**src/rtl/irqc_pkg.sv**
```systemverilog
package irqc_pkg;

    typedef enum logic [1:0] {
        SEL_STATUS = 2'd0,
        SEL_MASK   = 2'd1,
        SEL_ACK    = 2'd2,
        SEL_SPARE  = 2'd3
    } reg_sel_e;

    // Register-side write intent decoded from one bus write.
    typedef struct packed {
        logic mask_we;
        logic ack_we;
    } wr_intent_t;

    // True when an acknowledge index addresses an existing line.
    function automatic logic idx_in_range(input int unsigned idx, input int unsigned lines);
        return idx < lines;
    endfunction

endpackage

```
**src/rtl/irqc_regport.sv**
```systemverilog
module irqc_regport
    import irqc_pkg::*;
#(
    parameter int LINES = 8,
    parameter int IDX_W = 4
) (
    input  logic             wr_en,
    input  logic [1:0]       reg_addr,
    input  logic [LINES-1:0] wr_data,
    input  logic [LINES-1:0] pend_q,
    input  logic [LINES-1:0] enable_q,
    output logic             mask_we,
    output logic [LINES-1:0] mask_enable,
    output logic [LINES-1:0] ack_vec,
    output logic [LINES-1:0] rd_data
);

    localparam int IDX_SPAN = 1 << IDX_W;

    wr_intent_t      intent;
    reg_sel_e        sel;
    logic [IDX_W-1:0] ack_idx;

    assign sel     = reg_sel_e'(reg_addr);
    assign ack_idx = wr_data[IDX_W-1:0];

    always_comb begin
        intent = '0;
        if (wr_en) begin
            unique case (sel)
                SEL_MASK: intent.mask_we = 1'b1;
                SEL_ACK:  intent.ack_we  = 1'b1;
                default:  intent = '0;
            endcase
        end
    end

    assign mask_we     = intent.mask_we;
    assign mask_enable = ~wr_data;

    // One comparator per line; indices past the last line match nothing.
    for (genvar g = 0; g < LINES; g++) begin : g_ack
        if (idx_in_range(g, IDX_SPAN)) begin : g_hit
            assign ack_vec[g] = intent.ack_we && (ack_idx == IDX_W'(g));
        end else begin : g_miss
            assign ack_vec[g] = 1'b0;
        end
    end

    always_comb begin
        unique case (sel)
            SEL_STATUS: rd_data = pend_q;
            SEL_MASK:   rd_data = ~enable_q;
            default:    rd_data = '0;
        endcase
    end

endmodule

```
**src/rtl/irqc_pending.sv**
```systemverilog
module irqc_pending #(
    parameter int LINES = 8
) (
    input  logic             clk,
    input  logic             rst,
    input  logic [LINES-1:0] hw_post,
    input  logic [LINES-1:0] hw_clear,
    input  logic [LINES-1:0] ack_vec,
    output logic [LINES-1:0] pend_d,
    output logic [LINES-1:0] pend_q
);

    // Post is applied last so it wins over any same-cycle clear.
    assign pend_d = (pend_q & ~(hw_clear | ack_vec)) | hw_post;

    always_ff @(posedge clk) begin
        if (rst) pend_q <= '0;
        else     pend_q <= pend_d;
    end

endmodule

```
**src/rtl/irqc_gate.sv**
```systemverilog
module irqc_gate #(
    parameter int LINES = 8
) (
    input  logic             clk,
    input  logic             rst,
    input  logic             mask_we,
    input  logic [LINES-1:0] mask_enable,
    input  logic [LINES-1:0] pend_d,
    output logic [LINES-1:0] enable_q,
    output logic             asserting_q
);

    logic [LINES-1:0] enable_d;
    logic             want;

    assign enable_d = mask_we ? mask_enable : enable_q;
    assign want     = |(pend_d & enable_d);

    always_ff @(posedge clk) begin
        if (rst) begin
            enable_q    <= '0;
            asserting_q <= 1'b0;
        end else begin
            enable_q <= enable_d;
            if (want != asserting_q) asserting_q <= want;
        end
    end

endmodule

```
**src/rtl/irq_collector.sv**
```systemverilog
module irq_collector #(
    parameter int LINES = 8,
    parameter int IDX_W = 4
) (
    input  logic             clk,
    input  logic             rst,
    input  logic             wr_en,
    input  logic [1:0]       reg_addr,
    input  logic [LINES-1:0] wr_data,
    output logic [LINES-1:0] rd_data,
    input  logic [LINES-1:0] hw_post,
    input  logic [LINES-1:0] hw_clear,
    output logic             irq_out
);

    logic [LINES-1:0] pend_q;
    logic [LINES-1:0] pend_d;
    logic [LINES-1:0] enable_q;
    logic [LINES-1:0] mask_enable;
    logic [LINES-1:0] ack_vec;
    logic             mask_we;

    irqc_regport #(.LINES(LINES), .IDX_W(IDX_W)) u_port (
        .wr_en       (wr_en),
        .reg_addr    (reg_addr),
        .wr_data     (wr_data),
        .pend_q      (pend_q),
        .enable_q    (enable_q),
        .mask_we     (mask_we),
        .mask_enable (mask_enable),
        .ack_vec     (ack_vec),
        .rd_data     (rd_data)
    );

    irqc_pending #(.LINES(LINES)) u_pend (
        .clk      (clk),
        .rst      (rst),
        .hw_post  (hw_post),
        .hw_clear (hw_clear),
        .ack_vec  (ack_vec),
        .pend_d   (pend_d),
        .pend_q   (pend_q)
    );

    irqc_gate #(.LINES(LINES)) u_gate (
        .clk         (clk),
        .rst         (rst),
        .mask_we     (mask_we),
        .mask_enable (mask_enable),
        .pend_d      (pend_d),
        .enable_q    (enable_q),
        .asserting_q (irq_out)
    );

endmodule

```
**config.mk**
```make
export PLATFORM = sky130hd
export DESIGN_NAME = irq_collector
export DESIGN_NICKNAME = d
export VERILOG_FILES = /design/src/rtl/irqc_pkg.sv /design/src/rtl/irqc_regport.sv /design/src/rtl/irqc_pending.sv /design/src/rtl/irqc_gate.sv /design/src/rtl/irq_collector.sv
export SDC_FILE = /design/constraint.sdc
export NUM_CORES = 1
export LEC_CHECK = 0
export BUFFER_PORTS_ARGS = -buffer_cell sky130_fd_sc_hd__buf_4
export CAP_MARGIN = 20
export CORE_MARGIN = 2
export CORE_UTILIZATION = 46
export CTS_CLUSTER_DIAMETER = 30
export DETAILED_ROUTE_END_ITERATION = 8
export PLACE_DENSITY_LB_ADDON = 0.05
export REMOVE_ABC_BUFFERS = 1
export SETUP_SLACK_MARGIN = 0.1
export SYNTH_ARGS = -nofsm -noshare
export SYNTH_HDL_FRONTEND = slang
export SYNTH_SLANG_ARGS = --single-unit
export TNS_END_PERCENT = 30
```
**constraint.sdc**
```tcl
create_clock -name clk -period 1.48 [get_ports clk]
set_input_delay 0.296 -clock clk [delete_from_list [all_inputs] [get_ports clk]]
set_output_delay 0.296 -clock clk [all_outputs]
set_load 0.02 [all_outputs]
```
# Yosys cells after proc, flatten, opt, wreduce, memory -nomap -nowiden

Index checks and enable logic that the tools add are counted.

Register bits after elaboration: 17
Input port bits: 29
Word-level logic and storage cells: 36

Equality and inequality tests: 10
Mux-type cells: 5
Bitwise gates (word level): 7
Reduce and logical (&&, ||, !) cells: 11

Operators by type and width:

| operator             | number |
|---|---|
| $not A8 Y8           | 3 |
| $and A8 B8 Y8        | 2 |
| $eq A4 B3 Y1 const B | 4 |
| $or A8 B8 Y8         | 2 |
| $pmux W8 S2          | 1 |
| $eq A4 B2 Y1 const B | 2 |
| $logic_and A1 B1 Y1  | 8 |
| $mux W8              | 1 |
| $reduce_or A8 Y1     | 1 |
| $eq A4 B1 Y1 const B | 1 |
| $logic_not A4 Y1     | 1 |
| $eq A2 B1 Y1 const B | 1 |
| $eq A2 B2 Y1 const B | 1 |
| $logic_not A2 Y1     | 1 |
| $mux W1              | 2 |
| $mux W2              | 1 |
| $ne A1 B1 Y1         | 1 |

# Longest topological paths before layout

Gate-level depths: netlist of run 1.

Depth in word-level cells: 11
Mapped depth: 6
Depth with buffers taken out: 4

# Cells and area by module

Synthesis of run 1 repeated with hierarchy kept, for this count alone.

Cells, all modules: 129
Area, all modules: 974.7 sq um

By module, submodules not included:

| module       | instances | cells each | area each (sq um) | seq. area each (sq um) |
|---|---|---|---|---|
| irqc_gate    | 1         | 41         | 375.4             | 180.2 |
| irqc_pending | 1         | 41         | 334.1             | 160.2 |
| irqc_regport | 1         | 47         | 265.3             | 0.0 |

# Least setup slack after synthesis of run 1

OpenSTA, ideal clock, no wires.

Kind: input-to-output
Start point: input reg_addr[0]
End point: output rd_data[0]
Arrival: 1321 ps
Path slack: -137 ps
Stages on the path: 4
Path buffers: 2
Cells stage by stage: buf_4 -> clkbuf_1 -> nor2_1 -> a211oi_1

Word-level cells in the longest chain between the ends: 2
Elaborated cells on any way between the ends: 3
Those cells by class: eq/ne: 1; mux: 1; reduce/logical: 1

Ends and longest elaborated chain:

| what                                             | RTL line            | RTL |
|---|---|---|
| start: declaration                               | irq_collector.sv:8  | `input logic [1:0] reg_addr,` |
| $eq A2 B1 Y1 or $logic_not A2 Y1 (tied branches) | irqc_regport.sv:51  | `unique case (sel)` |
| $pmux W8 S2 *                                    | irqc_regport.sv:51  |  |
| end: declaration                                 | irq_collector.sv:10 | `output logic [LINES-1:0] rd_data,` |

Mark *: on every way between the ends. The rest lies on a longest branch, timed or not.

# Worst setup path in the final report of run 1

Start point: input reg_addr[1]
End point: output rd_data[6]

The elaborated chain is that of the path after synthesis.

==> results.md, run 1 <==
* Routed wire length at 2380 microns
* Htree depth at 1
* Die Area at 0.00238 sq mm
* Async set-reset flop share out of synthesis at 0
* CP Class: input port to output pin
* Cells along the critical path: buf_4 -> buf_4 -> buf_4 -> a211oi_1 -> buf_4
* Clk_skew at 0.00567 ns
* CP Max Fanout at 6
* Crit start category: input port
* CTS tree: done
* Max Cap Violations at 0
* Global-route track usage on met1 at 0.265
* Post-DRT Antenna Nets at 0
* Status: completed
* Final period utilization at 0.939
* CP required at 1.18 ns
* Reg clk slew, reported paths at 0.10 ns
* # DRC at 0
* # hold bufs at CTS at 0
* Post-synth EDFFs at 0
* Routed via count at 931
* Fin. max-slew vios at 0
* Hold crit path type: input port to flop
* Synth Instances at 102
* Clk sinks at 17
* Root buffer cell: clkbuf_4
* First-pass DRT Iterations at 4
* WL/cell at 13.2 microns
* Leakage at 0.644 nW
* Tot GR Track Use at 0.216
* N_diodes at 0
* TNS Setup at 0 ns
* Vias per cell at 5.17
* Largest net degree at the start of global routing at 18
* Worst-Margin Slew at 0.292 ns
* Fmax at 720 MHz
* Worst path most repeated cell: buf_4
* Antenna violations before repair at 0
* Met2 usage in global routing at 0.377
* Worst setup EP type: output pin
* Post-Syn Area per Cell at 9.05 sq um
* Gr ovfl total at 0
* Post-synthesis sequential area ratio at 0.369
* Initial DRC Count at 11
* Critical path arrival at 1.09 ns
* Worst vdd ir at 541 uV
* CP max stage delay at 0.19 ns
* DP Wirelength at 1880 microns
* Core area at 0.00192 sq mm
* Most used DFF post-synth: dfxtp_1
* Final net count at 183
* Yosys reg bits at 17
* Clock buffer depth at 2
* Slew headroom at 0.800
* I/O pins at 38
* Design Area, Final at 0.00136 sq mm
* Final Hold Viols at 0
* Period minus WS final at 1.39 ns
* Pwr per Cell Area at 749 mW/mm^2
* Die Ht at 48.8 microns
* Global-route wire length before repair at 4020 microns
* RSZ-0062 raised after global routing: yes
* Share of cells above drive strength 1 at 0.412
* Slowest-stage cell, CP: a211oi_1
* Synth unique cells at 27
* Worst-Skew Late Latency at 0.28 ns
* Cell Area, Synth at 923 sq um
* Global Route met3 Usage at 0.0460
* Site Rows at 16
* Vias in the first global route at 933
* Port Buf Inserts at 37
* Dpl cell area at 0.00132 sq mm
* Floorplan die width at 48.8 microns
* Placer Congestion at 0.823
* Syn-to-layout area delta at 47.6%
* Yosys warns at 0
* Initial core utilization at 0.480
* Num CTS Buffers at 3
* Final setup fails at 0
* Most crowded layer after global routing: met2
[final cells by class]
type                       instances  area, sq um
fill                             171          559
sequential                        17          342
tap                               27         33.8
timing repair buffer              52          390
clock buffer                       4         26.3
multi-input combinational         72          541
inverter                           8         30.0
[layout by cell type (no fill, tap or decap), types with 2 or more instances in the layout]
master     count
mux2i_1        8
a211oi_1       4
o22ai_1        3
inv_1          8
buf_4         52
a211oi_2       3
nor4b_1        2
or4b_1         2
nor2b_1       14
o22a_1         2
a2bb2oi_1      3
dfxtp_1       16
clkbuf_4       3
nor2_1        18
[where the power goes]
part           switching, W  total (W)  internal [W]  leakage [nW]
sequential        0.0000119   0.000495      0.000483         0.140
clock              0.000137   0.000242      0.000104        0.0150
combinational      0.000127   0.000284      0.000157         0.488
total              0.000276    0.00102      0.000745         0.644
[cell usage after synthesis, types with 2 or more instances]
cell type / instances / area share
a211oi_1: 7 / 0.057
a2bb2oi_1: 3 / 0.028
buf_4: 2 / 0.016
clkbuf_1: 2 / 0.0081
dfxtp_1: 17 / 0.37
inv_1: 8 / 0.033
mux2i_1: 8 / 0.087
nor2_1: 18 / 0.073
nor2b_1: 14 / 0.095
nor4b_1: 2 / 0.019
o22a_1: 2 / 0.019
o22ai_1: 3 / 0.020
or4b_1: 2 / 0.022
[path summary, 6_finish.rpt]
kind                             end  cells past startpoint  slack, ns          startpoint
setup / recovery          rd_data[6]                      5       0.09         reg_addr[1]
hold reg to reg   u_gate.enable_q[3]                      2       0.54  u_gate.enable_q[3]
hold / removal    u_gate.enable_q[7]                      3       0.30          wr_data[7]
setup reg to reg  u_gate.asserting_q                      4       0.37    u_pend.pend_q[5]
[cells by family after synthesis]
| family | Yosys count | share of synthesized area |
|---|---|---|
| AO/OA/AOI/OAI | 20 | 0.182 |
| multiplexers | 9 | 0.103 |
| flip-flops | 17 | 0.369 |
| AND/OR/NAND/NOR | 43 | 0.285 |
| buffers and inverters | 13 | 0.0623 |
[timing repair]
item,4_1_cts,5_1_grt
pin swaps,0,1
setup endpoints to repair,3,7
gates resized for setup,1,3
buffers inserted,0,0
[routing by layer]
metal	vias up	routed length (microns)	share of wire
met5	-	0	0
met4	0	18	0.0076
met3	4	108	0.045
met2	24	1200	0.50
met1	431	1060	0.44
li1	472	-	-
[stage by stage]
stage                     utilization  setup slack, ns  std cells  total power [W]  hold WS [ns]
final                           0.709           0.0910        180          0.00102         0.295
after detailed placement        0.687          -0.0755        176         0.000783         0.515
after global placement          0.687          -0.0506        176         0.000779         0.505
after CTS                       0.703           0.0856        180          0.00103         0.287
after global routing            0.709           0.0573        180          0.00108         0.282
after floorplan                     -           0.0612         97         0.000619         0.368
[critical path: cells and delay by family]
| kind | cells | cell delay, ns |
|---|---|---|
| buffers and inverters | 4 | 0.60 |
| AO/OA/AOI/OAI | 1 | 0.19 |
[sequential cells by signal, indices dropped and copies added (netlist names)]
register / flops
u_gate.enable_q: 8
u_pend.pend_q: 8
u_gate.asserting_q: 1
No activity file was read; power rests on OpenSTA's default activity.
==> run 2, diff against run 1 <==
--- a/config.mk
+++ b/config.mk
@@ -8,7 +8,7 @@
 export BUFFER_PORTS_ARGS = -buffer_cell sky130_fd_sc_hd__buf_4
 export CAP_MARGIN = 20
 export CORE_MARGIN = 2
-export CORE_UTILIZATION = 46
+export CORE_UTILIZATION = 45
 export CTS_CLUSTER_DIAMETER = 30
 export DETAILED_ROUTE_END_ITERATION = 8
 export PLACE_DENSITY_LB_ADDON = 0.05
==> results.md, run 2 (synthesis gave the netlist of run 1 again) <==
* Floorplan die width at 49.3 microns (+1.0%)
* Antenna violations before repair at 0 (unchanged)
* Final period utilization at 0.918 (-0.0209)
* Reg-to-reg endpoint: u_gate.asserting_q
* Cells after DPL at 176 (unchanged)
* Core area at 0.00194 sq mm (+1.0%)
* Critical path arrival at 1.06 ns (-0.03 ns)
* Num CTS Buffers at 3 (unchanged)
* Pwr per Cell Area at 752 mW/mm^2 (+0.42%)
* Status: completed
* Initial core utilization at 0.476 (-0.00495)
* Leakage at 0.642 nW (-0.22%)
* Post-DRT Antenna Nets at 0 (unchanged)
* Crit path depth at 3 (-2)
* Reg clk slew, reported paths at 0.09 ns (about the same)
* RSZ-0062 raised after global routing: yes
* WL/cell at 13.1 microns (-0.84%)
* Final net count at 183 (unchanged)
* Share of cells above drive strength 1 at 0.399 (-0.0131)
* Tot Pwr at 0.00102 W (about the same)
* Initial DRC Count at 9 (-2)
* Hold crit path type: input port to flop
* CP max stage delay at 0.33 ns (+0.14 ns)
* Max Cap Violations at 0 (unchanged)
* Vias in the first global route at 904 (-3.1%)
* Placer Congestion at 0.842 (+2.4%)
* CP endpoint: rd_data[0]
* Fin. max-slew vios at 0 (unchanged)
* Commonest cells after routing, fill and taps aside: buf_4 (52), nor2_1 (18), dfxtp_1 (17)
* Fin cells at 180 (unchanged)
* Crit start category: flop
* Worst hold margin at 0.272 ns (-0.0233 ns)
* Period minus WS final at 1.36 ns (-0.0309 ns)
* CP bufs+invs at 1 (-3)
* I/O pins at 38 (unchanged)
* Root buffer cell: clkbuf_4
* Routed via count at 928 (-0.32%)
* CP required at 1.18 ns (about the same)
* Tot GR Track Use at 0.211 (-0.00548)
* # hold bufs at CTS at 0 (unchanged)
* Fmax at 736 MHz (+2.3%)
* Die Ht at 49.3 microns (+1.0%)
* Worst Setup SP: u_pend.pend_q[0]
* N_diodes at 0 (unchanged)
* # DRC at 0 (unchanged)
* Die Area at 0.00243 sq mm (+2.0%)
* Slowest-stage cell, CP: dfxtp_1
* Cells along the critical path: nor2_1 -> a211oi_1 -> buf_4
* Min setup slack post-route at 0.122 ns (+0.0309 ns)
* First-pass DRT Iterations at 4 (unchanged)
* R2R cell count at 4 (unchanged)
* Clk_skew at 0.00279 ns (-0.00288 ns)
* CTS tree: done
* Worst setup EP type: output pin
* CP Class: flop to output pin
* Pre-CTS setup slack at -0.0736 ns (+0.00189 ns)
* Final Hold Viols at 0 (unchanged)
* Most common cell after layout, fill and taps aside: buf_4
* R2R Setup Slk at 0.37 ns (about the same)
* R2r startpoint: u_pend.pend_q[3]
* Routed wire length at 2360 microns (-0.84%)
* Global-route wire length before repair at 3930 microns (-2.4%)
* Htree depth at 1 (unchanged)
* Vias per cell at 5.16 (-0.32%)
* Largest net degree at the start of global routing at 18 (unchanged)
* Site Rows at 16 (unchanged)
* Gr ovfl total at 0 (unchanged)
* Syn-to-layout area delta at 46.9%
* Port Buf Inserts at 37 (unchanged)
* Slew headroom at 0.822 (+0.0216)
* Worst-Margin Slew at 0.260 ns (-0.0315 ns)
* Worst-Skew Late Latency at 0.29 ns (about the same)
* Clock buffer depth at 2 (unchanged)
* Clk sinks at 17 (unchanged)
* CP Max Fanout at 2 (-4)
* Top Registers: u_gate.enable_q x8, u_pend.pend_q x8, u_gate.asserting_q x1
* Crit path max-delay family: flip-flops
* DP Wirelength at 1920 microns (+1.9%)
* Final setup fails at 0 (unchanged)
* Worst vdd ir at 670 uV (+24%)
[run 2: per-stage QoR]
| stage | setup TNS, ns | utilization | area, sq um |
|---|---|---|---|
| after global placement | -0.0154 | 0.680 | 1320 |
| after global routing | 0 | 0.698 | 1360 |
| after CTS | 0 | 0.693 | 1350 |
| final | 0 | 0.698 | 1360 |
| after detailed placement | -0.0736 | 0.680 | 1320 |
| after floorplan | 0 | - | 896 |
[run 2: worst min-delay path by stage]
stage	startpoint	endpoint	cells past startpoint
4_1_cts	hw_post[4]	u_pend.pend_q[4]	3
5_1_grt	hw_post[4]	u_pend.pend_q[4]	3
6_report	hw_post[4]	u_pend.pend_q[4]	3
2_1_floorplan	rst	u_gate.enable_q[0]	1
3_3_place_gp	u_gate.enable_q[4]	u_gate.enable_q[4]	2
3_5_place_dp	u_gate.enable_q[4]	u_gate.enable_q[4]	2
[run 2: layout make-up]
cell class | count | area (sq um)
fill | 170 | 586
multi-input combinational | 72 | 536
sequential | 17 | 340
inverter | 8 | 30.0
timing repair buffer | 52 | 390
clock buffer | 4 | 26.3
tap | 27 | 33.8
[run 2: repair_timing]
item | CTS | global route
setup buffers | 0 | 0
resized for setup | 0 | 2
setup endpoints to repair | 0 | 7
[run 2: per-layer routing]
layer / GRT usage / vias to the layer above / part of all wire
met5: 0 / - / 0
met4: 0.0571 / 0 / 0.0059
met3: 0.0307 / 2 / 0.049
met2: 0.351 / 26 / 0.48
met1: 0.283 / 430 / 0.47
li1: - / 470 / -
[run 2: report_power, final]
part           leakage, nW  internal (W)  total, W  switching [W]
Combinational        0.487      0.000157  0.000284       0.000126
Sequential           0.140      0.000482  0.000493      0.0000109
Clock               0.0150      0.000105  0.000243       0.000138
[run 2: tightest hold or removal path, cell delays in order]
cell and delay [ns]:
buf_4 0.08, o2bb2ai_1 0.07, nor2_1 0.08
==> run 3, diff against run 2 <==
--- a/config.mk
+++ b/config.mk
@@ -5,6 +5,7 @@
 export SDC_FILE = /design/constraint.sdc
 export NUM_CORES = 1
 export LEC_CHECK = 0
+export ABC_AREA = 1
 export BUFFER_PORTS_ARGS = -buffer_cell sky130_fd_sc_hd__buf_4
 export CAP_MARGIN = 20
 export CORE_MARGIN = 2
==> results.md, run 3 <==
* CTS tree: done
* # hold bufs at CTS at 0 (unchanged)
* Critical path arrival at 1.07 ns (about the same)
* Slew headroom at 0.785 (-0.0369)
* Floorplan die width at 50.1 microns (+1.6%)
* Final period utilization at 0.925 (+0.00705)
* RSZ-0062 raised after global routing: yes
* Post-Syn Area per Cell at 6.29 sq um (-31%)
* Syn-to-layout area delta at 33.4%
* Cells along the critical path: buf_4 -> inv_2 -> nor2_4 -> inv_1 -> o22ai_1 -> buf_4
* Post-synthesis sequential area ratio at 0.356 (-0.0125)
* Slowest-stage cell, CP: inv_1
* Num CTS Buffers at 3 (unchanged)
* Pwr per Cell Area at 783 mW/mm^2 (+4.1%)
* Commonest cells after routing, fill and taps aside: nand2_1 (40), buf_4 (37), inv_1 (30)
* Crit start category: input port
* Gr ovfl total at 0 (unchanged)
* Design Area, Final at 0.00127 sq mm (-6.0%)
* CP required at 1.18 ns (about the same)
* Most used DFF post-synth: dfxtp_1
* Status: completed
* I/O pins at 38 (unchanged)
* Share of cells above drive strength 1 at 0.280 (-0.118)
* Dpl cell area at 0.00124 sq mm (-5.7%)
* Worst hold margin at 0.251 ns (-0.0207 ns)
* Worst vdd ir at 556 uV (-17%)
* Yosys reg bits at 17 (unchanged)
* # DRC at 0 (unchanged)
* Vias per cell at 4.54 (-12%)
* Min setup slack post-route at 0.111 ns (-0.0104 ns)
* CP Class: input port to output pin
* # Post-CTS Setup Buffers at 0 (unchanged)
* N_diodes at 0 (unchanged)
* WL/cell at 9.89 microns (-25%)
* Worst setup EP type: output pin
* Worst path most repeated cell: buf_4
* Top Registers: u_gate.enable_q x8, u_pend.pend_q x8, u_gate.asserting_q x1
* Antenna violations before repair at 0 (unchanged)
* Yosys warns at 0 (unchanged)
* Tot GR Track Use at 0.181 (-0.0302)
* Die Ht at 50.1 microns (+1.6%)
* Final net count at 219 (+20%)
* Max Cap Violations at 0 (unchanged)
* Post-synth EDFFs at 0 (unchanged)
* Most common cell after layout, fill and taps aside: nand2_1
* Htree depth at 1 (unchanged)
* Pre-CTS setup slack at 0.0104 ns (+0.0840 ns)
* CP max stage delay at 0.24 ns (-0.09 ns)
* Root buffer cell: clkbuf_4
* TNS Setup at 0 ns (unchanged)
* CP Max Fanout at 8 (+6)
* Final Hold Viols at 0 (unchanged)
* Worst-Skew Late Latency at 0.29 ns (about the same)
* Synth unique cells at 17 (-37%)
* Placer Congestion at 0.759 (-9.9%)
* Area leader, netlist: dfxtp_1
* DP Wirelength at 1630 microns (-15%)
* Routed via count at 981 (+5.7%)
* Fmax at 731 MHz (-0.76%)
* Leakage at 0.652 nW (+1.5%)
* Initial core utilization at 0.482 (+0.00681)
* Hold crit path type: input port to flop
* Synth Instances at 152 (+49%)
* Filler Cell Count at 191 (+12%)
* Cell Area, Synth at 956 sq um (+3.5%)
* Largest cells by area after synthesis: dfxtp_1 (36%), nand2_1 (16%), inv_1 (12%), nor2_1 (9.4%), o21ai_2 (5.5%)
* Routed wire length at 2140 microns (-9.5%)
* Async set-reset flop share out of synthesis at 0 (unchanged)
* Global-route wire length before repair at 3440 microns (-12%)
* Die Area at 0.00251 sq mm (+3.2%)
* Fin util at 0.643 (-0.0551)
* Port Buf Inserts at 37 (unchanged)
* Final setup fails at 0 (unchanged)
* Post-DRT Antenna Nets at 0 (unchanged)
* Fin. max-slew vios at 0 (unchanged)
* Most frequent cells after synthesis: nand2_1 (40), inv_1 (30), nor2_1 (24)
* Site Rows at 16 (unchanged)
* Reg clk slew, reported paths at 0.10 ns (about the same)
* Clk_skew at 0.00587 ns (+0.00308 ns)
* Worst-Margin Slew at 0.323 ns (+0.0624 ns)
* Most frequent cell after synthesis: nand2_1
* Largest net degree at the start of global routing at 18 (unchanged)
* Top-area cell type share of the netlist area at 0.356 (-0.0125)
* Clk sinks at 17 (unchanged)
* Clock buffer depth at 2 (unchanged)
* Core area at 0.00198 sq mm (+2.1%)
* Vias in the first global route at 829 (-8.3%)
* Initial DRC Count at 17 (+8)
* First-pass DRT Iterations at 4 (unchanged)
* Period minus WS final at 1.37 ns (+0.0104 ns)
## run 3: cell count changes after synthesis, sizes merged, moves of 8 or more
| cell | previous run | this run |
|---|---|---|
| nand2 | 0 | 41 |
| inv | 8 | 31 |
| a21oi | 0 | 9 |
| nor2b | 14 | 0 |
| nor2 | 18 | 26 |
| mux2i | 8 | 0 |
| o21ai | 0 | 8 |
## run 3: cells by family (layout without fill, tap and decap cells)
| logic type | Yosys count | after routing | share of synthesized area |
|---|---|---|---|
| and+or+nand+nor | 75 | 75 | 0.330 |
| DFF | 17 | 17 | 0.356 |
| buffers and inverters | 35 | 72 | 0.145 |
| AOI/OAI and AO/OA | 25 | 25 | 0.169 |
## run 3: metal layers
layer,vias to the layer above,part of all wire,global-route usage
met2,24,0.49,0.316
met4,0,0.0056,0.0694
met1,417,0.45,0.216
met3,2,0.058,0.0333
met5,-,0,0
li1,538,-,-
## run 3: final cells by class
cell class                 count  area [sq um]  share of cell area
multi-input combinational    100           479               0.376
sequential                    17           340               0.267
timing repair buffer          37           278               0.218
inverter                      31           116              0.0913
tap                           27          33.8              0.0265
clock buffer                   3          22.5              0.0177
clock inverter                 1          5.00             0.00393
## run 3: what timing repair did
action	4_1_cts	5_1_grt
endpoints found under the setup margin	8	8
resized for setup	1	0
cloned	0	0
## run 3: worst paths after layout
path | startpoint | endpoint | slack, ns | cells past startpoint
worst min register to register | u_gate.enable_q[3] | u_gate.enable_q[3] | 0.55 | 4
worst min-delay path | wr_data[5] | u_gate.enable_q[5] | 0.25 | 4
worst max register to register | u_pend.pend_q[0] | u_gate.asserting_q | 0.53 | 8
worst max-delay path | reg_addr[0] | rd_data[6] | 0.11 | 6
## run 3: report_power, final
group / switching, W / internal, W / leakage, nW
Combinational: 0.000136 / 0.000117 / 0.494
Sequential: 0.00000824 / 0.000482 / 0.140
Clock: 0.000155 / 0.000101 / 0.0177
Total: 0.000299 / 0.000699 / 0.652
## run 3: worst max-delay path, delay by kind of cell
kind                   cells  cell delay [ns]
AOI/OAI and AO/OA          1             0.12
buffers and inverters      4             0.61
and+or+nand+nor            1             0.04
## run 3: per-stage QoR
stage | total power [W] | std cells
after detailed placement | 0.000754 | 212
final | 0.000999 | 216
after global placement | 0.000749 | 212
after floorplan | 0.000630 | 148
after CTS | 0.00100 | 216
after global routing | 0.00105 | 216
